`src/rtl/irq_pkg.sv`:
```
package irq_pkg;
    localparam int REG_W = 16;
    localparam int PIN_N = 7;
    localparam int SUMA_W = PIN_N + 2;
    localparam int SUMB_W = 3;
    localparam int SUMC_W = 2;

    localparam logic [1:0] SEL_SUMA = 2'd0;
    localparam logic [1:0] SEL_SUMB = 2'd1;
    localparam logic [1:0] SEL_SUMC = 2'd2;

    typedef enum logic [2:0] {
        SEQ_IDLE,
        SEQ_STALL,
        SEQ_WINWAIT,
        SEQ_PUSH,
        SEQ_VECTOR
    } seq_state_e;

    typedef struct packed {
        logic [SUMA_W-1:0] suma;
        logic [SUMB_W-1:0] sumb;
        logic [SUMC_W-1:0] sumc;
    } id_bits_t;
endpackage

```
`src/rtl/irq_gather.sv`:
```
module irq_gather #(
    parameter int SRC_N = 1
) (
    input  logic [SRC_N-1:0] flag,
    input  logic [SRC_N-1:0] en,
    output logic             hit
);
    always_comb begin
        hit = |(flag & en);
    end
endmodule

```
`src/rtl/irq_idreg.sv`:
```
module irq_idreg
    import irq_pkg::*;
(
    input  logic             clk,
    input  logic             rst_n,
    input  id_bits_t         id_in,
    input  logic [1:0]       rd_sel,
    output logic [REG_W-1:0] rd_data,
    output logic             any_pending
);
    typedef struct packed {
        id_bits_t id;
    } idreg_t;

    idreg_t s_d, s_q;

    always_comb begin
        s_d    = s_q;
        s_d.id = id_in;
    end

    always_ff @(posedge clk or negedge rst_n) begin
        if (!rst_n) begin
            s_q <= '0;
        end else begin
            s_q <= s_d;
        end
    end

    always_comb begin
        rd_data = '0;
        unique case (rd_sel)
            SEL_SUMA: rd_data[SUMA_W-1:0] = s_q.id.suma;
            SEL_SUMB: rd_data[SUMB_W-1:0] = s_q.id.sumb;
            SEL_SUMC: rd_data[SUMC_W-1:0] = s_q.id.sumc;
            default:  rd_data = '0;
        endcase
        any_pending = |s_q.id;
    end
endmodule

```
`src/rtl/irq_seq.sv`:
```
module irq_seq
    import irq_pkg::*;
#(
    parameter int PC_W = 16
) (
    input  logic            clk,
    input  logic            rst_n,
    input  logic            pending,
    input  logic            exc_window,
    input  logic            gie_set,
    input  logic            gie_clr,
    input  logic [PC_W-1:0] ret_addr,
    input  logic [PC_W-1:0] vec_addr,
    output logic            stk_push,
    output logic [PC_W-1:0] stk_data,
    output logic            pc_load,
    output logic [PC_W-1:0] pc_value,
    output logic            int_ack,
    output logic            gie
);
    typedef struct packed {
        seq_state_e st;
        logic       gie;
    } seq_t;

    seq_t s_d, s_q;
    logic go_on;

    always_comb begin
        s_d   = s_q;
        go_on = pending && s_q.gie;
        if (gie_set) begin
            s_d.gie = 1'b1;
        end
        if (gie_clr) begin
            s_d.gie = 1'b0;
        end
        unique case (s_q.st)
            SEQ_IDLE: begin
                if (go_on) begin
                    s_d.st = SEQ_STALL;
                end
            end
            SEQ_STALL: begin
                if (!go_on) begin
                    s_d.st = SEQ_IDLE;
                end else if (exc_window) begin
                    s_d.st = SEQ_WINWAIT;
                end else begin
                    s_d.st  = SEQ_PUSH;
                    s_d.gie = 1'b0;
                end
            end
            SEQ_WINWAIT: begin
                if (!go_on) begin
                    s_d.st = SEQ_IDLE;
                end else begin
                    s_d.st  = SEQ_PUSH;
                    s_d.gie = 1'b0;
                end
            end
            SEQ_PUSH:   s_d.st = SEQ_VECTOR;
            SEQ_VECTOR: s_d.st = SEQ_IDLE;
            default:    s_d.st = SEQ_IDLE;
        endcase
    end

    always_ff @(posedge clk or negedge rst_n) begin
        if (!rst_n) begin
            s_q.st  <= SEQ_IDLE;
            s_q.gie <= 1'b0;
        end else begin
            s_q <= s_d;
        end
    end

    always_comb begin
        stk_push = (s_q.st == SEQ_PUSH);
        pc_load  = (s_q.st == SEQ_VECTOR);
        stk_data = stk_push ? ret_addr : '0;
        pc_value = pc_load ? vec_addr : '0;
        int_ack  = stk_push;
        gie      = s_q.gie;
    end
endmodule

```
`src/rtl/irq_dispatch_ctrl.sv`:
```
module irq_dispatch_ctrl
    import irq_pkg::*;
#(
    parameter int PC_W       = 16,
    parameter int I2CM_SRC_N = 4,
    parameter int SVM_SRC_N  = 1,
    parameter int SPIS_SRC_N = 2,
    parameter int TW_SRC_N   = 2,
    parameter int ADC_SRC_N  = 3,
    parameter int CMP_SRC_N  = 1,
    parameter int SPIM_SRC_N = 2
) (
    input  logic                  clk,
    input  logic                  rst_n,
    input  logic [I2CM_SRC_N-1:0] i2cm_flag,
    input  logic [I2CM_SRC_N-1:0] i2cm_en,
    input  logic [SVM_SRC_N-1:0]  svm_flag,
    input  logic [SVM_SRC_N-1:0]  svm_en,
    input  logic [PIN_N-1:0]      pin_flag,
    input  logic [PIN_N-1:0]      pin_en,
    input  logic [SPIS_SRC_N-1:0] spis_flag,
    input  logic [SPIS_SRC_N-1:0] spis_en,
    input  logic [TW_SRC_N-1:0]   tw_flag,
    input  logic [TW_SRC_N-1:0]   tw_en,
    input  logic [ADC_SRC_N-1:0]  adc_flag,
    input  logic [ADC_SRC_N-1:0]  adc_en,
    input  logic [CMP_SRC_N-1:0]  cmp_flag,
    input  logic [CMP_SRC_N-1:0]  cmp_en,
    input  logic [SPIM_SRC_N-1:0] spim_flag,
    input  logic [SPIM_SRC_N-1:0] spim_en,
    input  logic                  gie_set,
    input  logic                  gie_clr,
    input  logic                  exc_window,
    input  logic [PC_W-1:0]       ret_addr,
    input  logic [PC_W-1:0]       vec_addr,
    input  logic [1:0]            rd_sel,
    output logic [REG_W-1:0]      rd_data,
    output logic                  stk_push,
    output logic [PC_W-1:0]       stk_data,
    output logic                  pc_load,
    output logic [PC_W-1:0]       pc_value,
    output logic                  int_ack,
    output logic                  gie
);
    logic [PIN_N-1:0] pin_hit;
    logic i2cm_hit, svm_hit, spis_hit, tw_hit, adc_hit, cmp_hit, spim_hit;
    logic any_pending;
    id_bits_t id_now;

    for (genvar g = 0; g < PIN_N; g++) begin : g_pin
        irq_gather #(.SRC_N(1)) i_pin (
            .flag (pin_flag[g]),
            .en   (pin_en[g]),
            .hit  (pin_hit[g])
        );
    end

    irq_gather #(.SRC_N(I2CM_SRC_N)) i_i2cm (.flag(i2cm_flag), .en(i2cm_en), .hit(i2cm_hit));
    irq_gather #(.SRC_N(SVM_SRC_N))  i_svm  (.flag(svm_flag),  .en(svm_en),  .hit(svm_hit));
    irq_gather #(.SRC_N(SPIS_SRC_N)) i_spis (.flag(spis_flag), .en(spis_en), .hit(spis_hit));
    irq_gather #(.SRC_N(TW_SRC_N))   i_tw   (.flag(tw_flag),   .en(tw_en),   .hit(tw_hit));
    irq_gather #(.SRC_N(ADC_SRC_N))  i_adc  (.flag(adc_flag),  .en(adc_en),  .hit(adc_hit));
    irq_gather #(.SRC_N(CMP_SRC_N))  i_cmp  (.flag(cmp_flag),  .en(cmp_en),  .hit(cmp_hit));
    irq_gather #(.SRC_N(SPIM_SRC_N)) i_spim (.flag(spim_flag), .en(spim_en), .hit(spim_hit));

    always_comb begin
        id_now.suma = {i2cm_hit, svm_hit, pin_hit};
        id_now.sumb = {spis_hit, tw_hit, adc_hit};
        id_now.sumc = {cmp_hit, spim_hit};
    end

    irq_idreg i_idreg (
        .clk         (clk),
        .rst_n       (rst_n),
        .id_in       (id_now),
        .rd_sel      (rd_sel),
        .rd_data     (rd_data),
        .any_pending (any_pending)
    );

    irq_seq #(.PC_W(PC_W)) i_seq (
        .clk        (clk),
        .rst_n      (rst_n),
        .pending    (any_pending),
        .exc_window (exc_window),
        .gie_set    (gie_set),
        .gie_clr    (gie_clr),
        .ret_addr   (ret_addr),
        .vec_addr   (vec_addr),
        .stk_push   (stk_push),
        .stk_data   (stk_data),
        .pc_load    (pc_load),
        .pc_value   (pc_value),
        .int_ack    (int_ack),
        .gie        (gie)
    );
endmodule

```
`config.mk`:
```
export PLATFORM = sky130hd
export DESIGN_NAME = irq_dispatch_ctrl
export DESIGN_NICKNAME = d
export VERILOG_FILES = /design/src/rtl/irq_pkg.sv /design/src/rtl/irq_gather.sv /design/src/rtl/irq_idreg.sv /design/src/rtl/irq_seq.sv /design/src/rtl/irq_dispatch_ctrl.sv
export SDC_FILE = /design/constraint.sdc
export NUM_CORES = 1
export LEC_CHECK = 0
export ABC_AREA = 1
export BUFFER_PORTS_ARGS = -buffer_cell sky130_fd_sc_hd__clkbuf_2
export CAP_MARGIN = 15
export CORE_ASPECT_RATIO = 0.75
export CORE_MARGIN = 2
export CORE_UTILIZATION = 30
export CTS_CLUSTER_DIAMETER = 120
export CTS_CLUSTER_SIZE = 14
export DETAILED_ROUTE_END_ITERATION = 8
export PLACE_DENSITY = 0.68
export RECOVER_POWER = 25
export SLEW_MARGIN = 20
export SYNTH_ARGS = -nofsm -noshare
export SYNTH_HDL_FRONTEND = slang
export SYNTH_SLANG_ARGS = --single-unit
```
`constraint.sdc`:
```
create_clock -name clk -period 2.65 [get_ports clk]
set_input_delay 0.1325 -clock clk [delete_from_list [all_inputs] [get_ports clk]]
set_output_delay 0.1325 -clock clk [all_outputs]
set_load 0.05 [all_outputs]
```
# Word-level counts from Yosys, hierarchy flattened

Cells that the tools add are included.

Equality and inequality tests: 7
Multiplexer cells: 16
Bitwise operators: 14
Reductions and logical operators: 9

Operators by type and width:

| cell                                                                    | count |
|---|---|
| 16-bit 2-to-1 mux                                                       | 2 |
| 14-bit OR reduction                                                     | 1 |
| 3-bit one-hot mux with 4 select lines                                   | 1 |
| 1-bit bitwise AND                                                       | 9 |
| 2-bit bitwise AND                                                       | 3 |
| 3-bit by 2-bit == test with 1-bit output, second input constant         | 2 |
| 1-bit 2-to-1 mux                                                        | 6 |
| 3-bit 2-to-1 mux                                                        | 2 |
| 6-bit 2-to-1 mux                                                        | 1 |
| 2-bit one-hot mux with 3 select lines                                   | 1 |
| 2-bit OR reduction                                                      | 3 |
| 4-bit bitwise AND                                                       | 1 |
| 1-bit one-hot mux with 2 select lines                                   | 2 |
| 4-bit OR reduction                                                      | 1 |
| 3-bit bitwise AND                                                       | 1 |
| 3-bit by 1-bit == test with 1-bit output, second input constant         | 1 |
| 3-bit == test, second input constant                                    | 1 |
| 3-bit zero test                                                         | 1 |
| 3-bit OR reduction                                                      | 1 |
| 2-bit by 1-bit == test with 1-bit output, second input constant         | 1 |
| 2-bit == test, second input constant                                    | 1 |
| 2-bit zero test                                                         | 1 |
| 2-bit 2-to-1 mux                                                        | 1 |
| 2-bit by 1-bit inequality test with 1-bit output, second input constant | 1 |
| 1-bit logical AND                                                       | 1 |

Bits in registers: 18
Input bits: 83
Output and inout bits: 52

# Logic depth before layout (Yosys ltp)

Depth after elaboration: 5
Mapped depth: 7
Gate-level depth less buffers: 7

# By module

Synthesis repeated with hierarchy kept, for this count alone.

Cells, all modules: 198
Area total of the unflattened synthesis: 1271.2 µm²

Modules (own cells, without submodules):

| module                           | times used | cells an instance | area each (µm²) |
|---|---|---|---|
| irq_idreg                        | 1          | 62                | 598.1 |
| irq_seq                          | 1          | 96                | 521.8 |
| irq_gather at g_pin[0].i_pin ... | 9          | 2                 | 7.5 |
| irq_gather at i_i2cm             | 1          | 9                 | 33.8 |
| irq_gather at i_spim ...         | 3          | 3                 | 11.3 |
| irq_gather at i_adc              | 1          | 4                 | 16.3 |

# Least setup slack after synthesis

No wires, ideal clock.

Path type: reg-to-output
Start: register i_seq.s_q[3] (netlist name)
End: output port stk_data[0]
Data arrival time: 1.773 ns
Setup slack: 0.744 ns
Cell stages (with the launch flop): 4
Buffers on the path: 0
Cell sequence: dfrtp_1 -> nor3_4 -> inv_2 -> nor2_1

Longest elaborated chain between the ends: 2

RTL lines:

| element                                  | line                    | source |
|---|---|---|
| from (decl)                              | irq_seq.sv:26           | `seq_t s_d, s_q;` |
| 3-bit by 2-bit == test with 1-bit output | irq_seq.sv:78           | `stk_push = (s_q.st == SEQ_PUSH);` |
| named net int_ack                        | irq_dispatch_ctrl.sv:42 | `output logic int_ack,` |
| 16-bit 2-to-1 mux                        | irq_seq.sv:80           | `stk_data = stk_push ? ret_addr : '0;` |
| to (decl)                                | irq_dispatch_ctrl.sv:39 | `output logic [PC_W-1:0] stk_data,` |

The timed path passes the listed nets, and every way through them passes these cells.

# Worst setup path in the final report

Start: register i_seq.s_q[2] (netlist name)
End: output port pc_value[3]

Longest elaborated chain between the ends: 2

RTL lines:

| element           | line                    | source |
|---|---|---|
| 3-bit == test     | irq_seq.sv:79           | `pc_load = (s_q.st == SEQ_VECTOR);` |
| 16-bit 2-to-1 mux | irq_seq.sv:81           | `pc_value = pc_load ? vec_addr : '0;` |
| to (decl)         | irq_dispatch_ctrl.sv:41 | `output logic [PC_W-1:0] pc_value,` |

Every way passes these cells.

==> report_table.html <==
<table>
<tr><th>Metric</th><th>Value</th></tr>
<tr><th colspan="2">Status</th></tr>
<tr><td>Outcome</td><td>completed</td></tr>
<tr><th colspan="2">Yosys</th></tr>
<tr><td>Share of the synthesized area in the top cell type</td><td>37.3%</td></tr>
<tr><td>Largest cells by area after synthesis</td><td>sky130_fd_sc_hd__dfrtp_1 37%, sky130_fd_sc_hd__inv_1 17%, sky130_fd_sc_hd__nor2_1 13%, sky130_fd_sc_hd__nand2_1 8.7%, sky130_fd_sc_hd__nand3_1 5.0%</td></tr>
<tr><td>Yosys warning count</td><td>0</td></tr>
<tr><td>Number of different library cells in the post-synthesis netlist</td><td>18</td></tr>
<tr><td>Syn Area/Cell</td><td>6.45 µm²</td></tr>
<tr><td>Cell accounting for the most synthesized area</td><td>sky130_fd_sc_hd__dfrtp_1</td></tr>
<tr><td>Mapped Area</td><td>1210 µm²</td></tr>
<tr><td>Number of register bits inferred by synthesis</td><td>18</td></tr>
<tr><td>Post-synthesis cell count</td><td>187</td></tr>
<tr><td>Fraction of the yosys area taken by sequential cells</td><td>37.3%</td></tr>
<tr><th colspan="2">STA</th></tr>
<tr><td>Least setup slack across all paths after layout</td><td>0.914 ns</td></tr>
<tr><td>Hold slack</td><td>0.0612 ns</td></tr>
<tr><td>Final setup violating endpoints</td><td>0</td></tr>
<tr><td>Post-route clock period utilization</td><td>65.5%</td></tr>
<tr><td>Count of final max-slew check failures</td><td>0</td></tr>
<tr><td>Fin Setup TNS</td><td>0 ns</td></tr>
<tr><td>Tightest slew margin relative to the limit</td><td>38.2%</td></tr>
<tr><td>Largest clock skew in the final design</td><td>0.00310 ns</td></tr>
<tr><td>Final critical path time including I/O delays and setup</td><td>1.74 ns</td></tr>
<tr><td>Maximum clock frequency</td><td>0.576 GHz</td></tr>
<tr><td>Transition time at the pin with the least slew margin</td><td>0.927 ns</td></tr>
<tr><td>Hold Fails Final Rpt</td><td>0</td></tr>
<tr><td>RSZ-0062 raised after global routing</td><td>no</td></tr>
<tr><th colspan="2">Place</th></tr>
<tr><td>Port Buffer Count</td><td>127</td></tr>
<tr><td>Weighted congestion at the end of routability-driven global placement</td><td>0.794</td></tr>
<tr><td>Cell area after placement</td><td>1850 µm²</td></tr>
<tr><td>Place WS</td><td>1.16 ns</td></tr>
<tr><td>Half-perimeter wire length after detailed placement</td><td>2720 µm</td></tr>
<tr><th colspan="2">Pwr</th></tr>
<tr><td>Sw Ratio</td><td>32.6%</td></tr>
<tr><td>Power density cells</td><td>390 nW/µm²</td></tr>
<tr><td>Final Total Pwr</td><td>748 µW</td></tr>
<tr><td>Internal portion of total power</td><td>504 µW</td></tr>
<tr><td>Portion of total power attributed to combinational logic</td><td>30.3%</td></tr>
<tr><td>Net switching power figure</td><td>244 µW</td></tr>
<tr><td>Highest ir drop seen on vdd</td><td>0.253 mV</td></tr>
<tr><td>Share of power burned in registers</td><td>40.7%</td></tr>
<tr><td>Clock share of power</td><td>28.9%</td></tr>
<tr><td>Static leakage</td><td>0.00134 µW</td></tr>
<tr><th colspan="2">Cells and area</th></tr>
<tr><td>Count of fill cells added during filler insertion</td><td>370</td></tr>
<tr><td>Share of final-layout standard cells stronger than drive strength 1</td><td>45.7%</td></tr>
<tr><td>Leading cell type in the layout, fill and taps excluded</td><td>sky130_fd_sc_hd__clkbuf_2</td></tr>
<tr><td>Number of antenna diodes</td><td>0</td></tr>
<tr><td>Top library cells by usage in the layout, fill and taps aside</td><td>126 x sky130_fd_sc_hd__clkbuf_2, 55 x sky130_fd_sc_hd__inv_1, 42 x sky130_fd_sc_hd__nor2_1</td></tr>
<tr><td>NumNets Final</td><td>399</td></tr>
<tr><td>Area of the multi-input gates</td><td>488 µm²</td></tr>
<tr><td>Post-route cell area</td><td>1920 µm²</td></tr>
<tr><td>Register area</td><td>450 µm²</td></tr>
<tr><td>P&amp;R area growth vs syn</td><td>58.9%</td></tr>
<tr><th colspan="2">Detailed routing</th></tr>
<tr><td>Count of TritonRoute iterations in the first routing pass</td><td>4</td></tr>
<tr><td>Routed wire length</td><td>3030 µm</td></tr>
<tr><td>Number of design-rule violations left by the first detailed-router iteration</td><td>34</td></tr>
<tr><td>Antenna Nets Post-Route</td><td>0</td></tr>
<tr><td>Number of remaining DRC errors</td><td>0</td></tr>
<tr><td>Wire length per cell after detailed routing</td><td>8.27 µm</td></tr>
<tr><td>Vias per Instance</td><td>3.81</td></tr>
<tr><td>Total via count after detailed routing</td><td>1400</td></tr>
<tr><th colspan="2">CTS</th></tr>
<tr><td>Clock root buffer</td><td>sky130_fd_sc_hd__clkbuf_8</td></tr>
<tr><td>Later-pin clock latency in the skew report</td><td>0.25 ns</td></tr>
<tr><td>Clock tree buffer depth</td><td>2</td></tr>
<tr><td>Total of cells resized after clock tree synthesis</td><td>0</td></tr>
<tr><td>Clock-pin slew on the worst setup and hold paths</td><td>0.06 ns</td></tr>
<tr><td>CTS tree</td><td>yes</td></tr>
<tr><td>TritonCTS sink count</td><td>18</td></tr>
<tr><td>Number of buffers created by CTS</td><td>3</td></tr>
<tr><td>Max H-tree Level</td><td>1</td></tr>
<tr><th colspan="2">Setup path</th></tr>
<tr><td>Nature of the critical path endpoint</td><td>primary output</td></tr>
<tr><td>Nature of the critical path startpoint</td><td>flip-flop</td></tr>
<tr><td>Data arrival time of the critical path</td><td>1.60 ns</td></tr>
<tr><td>Path type of the worst setup path</td><td>reg2out</td></tr>
<tr><td>Worst reg2reg startpoint</td><td>i_seq.s_q[3]</td></tr>
<tr><td>Worst setup slack for register-to-register paths</td><td>1.55 ns</td></tr>
<tr><td>Endpoint of the lowest-slack register-to-register path</td><td>i_seq.gie</td></tr>
<tr><td>Worst EP required</td><td>2.52 ns</td></tr>
<tr><td>Cell count of the worst reg-to-reg path</td><td>6</td></tr>
<tr><td>Maximum fanout along the worst path</td><td>17</td></tr>
<tr><th colspan="2">Die</th></tr>
<tr><td>Core Area</td><td>3760 µm²</td></tr>
<tr><td>Site Rows</td><td>19</td></tr>
<tr><td>Die span in y</td><td>58.9 µm</td></tr>
<tr><td>Chip Width</td><td>77.2 µm</td></tr>
<tr><td>Die area</td><td>4550 µm²</td></tr>
<tr><td>Effective utilization at floorplan</td><td>32.1%</td></tr>
<tr><td>Boundary pin count</td><td>135</td></tr>
<tr><th colspan="2">Min path</th></tr>
<tr><td>Number of instances on the worst hold path</td><td>3</td></tr>
<tr><td>Class of the most critical hold timing path</td><td>in2reg</td></tr>
<tr><td>Start point of the worst hold path</td><td>pin_en[5]</td></tr>
<tr><td>WHS Endpoint</td><td>i_idreg.s_q[10]</td></tr>
<tr><th colspan="2">Global routing</th></tr>
<tr><td>Maximum number of pins on one net before global-route repair</td><td>19</td></tr>
<tr><td>Antenna violations before repair</td><td>0</td></tr>
<tr><td>Global-route wire length before repair</td><td>4810 µm</td></tr>
<tr><td>GRT Util Overall</td><td>13.1%</td></tr>
<tr><td>Via count of the first global-routing pass</td><td>1162</td></tr>
<tr><td>Total global routing overflow</td><td>0</td></tr>
<tr><th colspan="2">Flow run</th></tr>
<tr><td>Number of max-cap violations</td><td>0</td></tr>
</table>
## power by group through the flow
stage	sequential, µW	clock, µW	combinational [µW]
5_1_grt	307	239	252
2_1_floorplan	312	0	146
6_report	305	216	227
3_5_place_dp	310	0	228
4_1_cts	305	226	230
3_3_place_gp	310	0	226
## how the worst max path moves through the flow
stage | from | end | slack [ns] | cells past startpoint
after floorplan | i_seq.s_q[3] | stk_data[0] | 0.74 | 3
after global placement | i_seq.s_q[2] | pc_value[10] | 1.23 | 4
after detailed placement | i_seq.s_q[2] | pc_value[10] | 1.16 | 4
after CTS | i_seq.s_q[2] | pc_value[10] | 0.88 | 4
after global routing | i_seq.s_q[1] | pc_value[4] | 0.70 | 4
final | i_seq.s_q[2] | pc_value[3] | 0.91 | 4
## synth_stat cells, drive strengths merged
cell type   n
a21oi       1
a22o        3
buf        10
conb        1
dfrtp      18
inv        57
nand2      28
nand3      12
nand4       2
nor2       52
nor3        2
or2         1
## kinds of logic (layout without fill, tap and decap cells)
kind of cell,count (synthesis),after routing,share of synthesized area [%]
other,1,7,0.311
buffers and inverters,67,189,24.1
flip-flops,18,18,37.3
AO/OA/AOI/OAI,4,4,2.59
AND/OR/NAND/NOR,97,97,35.7
## through the flow
step / std cells / util (%)
after floorplan: 193 / -
after global placement: 362 / 49.3
after detailed placement: 362 / 49.3
after CTS: 367 / 51.1
after global routing: 367 / 51.0
final: 367 / 51.0
## cell type report
type	instances	share of cell area, %
Multi-Input combinational cell	108	25.5
Sequential cell	18	23.5
Clock buffer	4	2.87
Timing Repair Buffer	128	33.6
Inverter	57	11.2
Tap cell	52	3.39
## metal layers
metal / vias to the layer above / global-route usage, % / routed length, µm
li1: 768 / - / -
met1: 565 / 15.7 / 1240
met2: 65 / 23.2 / 1460
met3: 2 / 3.99 / 302
met4: 0 / 3.83 / 27
met5: - / 0 / 0
## sequential cells by signal, summed over array words and instances (netlist names)
signal       cells
i_idreg.s_q     14
i_seq.gie        1
i_seq.s_q        3
## critical path, stage by stage (launching register included)
cell and delay (ns):
sky130_fd_sc_hd__dfrtp_1 0.40, sky130_fd_sc_hd__nor2_1 0.15, sky130_fd_sc_hd__nand2_1 0.31, sky130_fd_sc_hd__nor2_1 0.20, sky130_fd_sc_hd__clkbuf_2 0.30
## what timing repair did
| action | CTS | global route |
|---|---|---|
| hold buffers | 1 | 0 |
| endpoints found under the hold margin | 18 | 0 |
| buffers inserted | 0 | 0 |
Power figures use the tool's default switching activity.
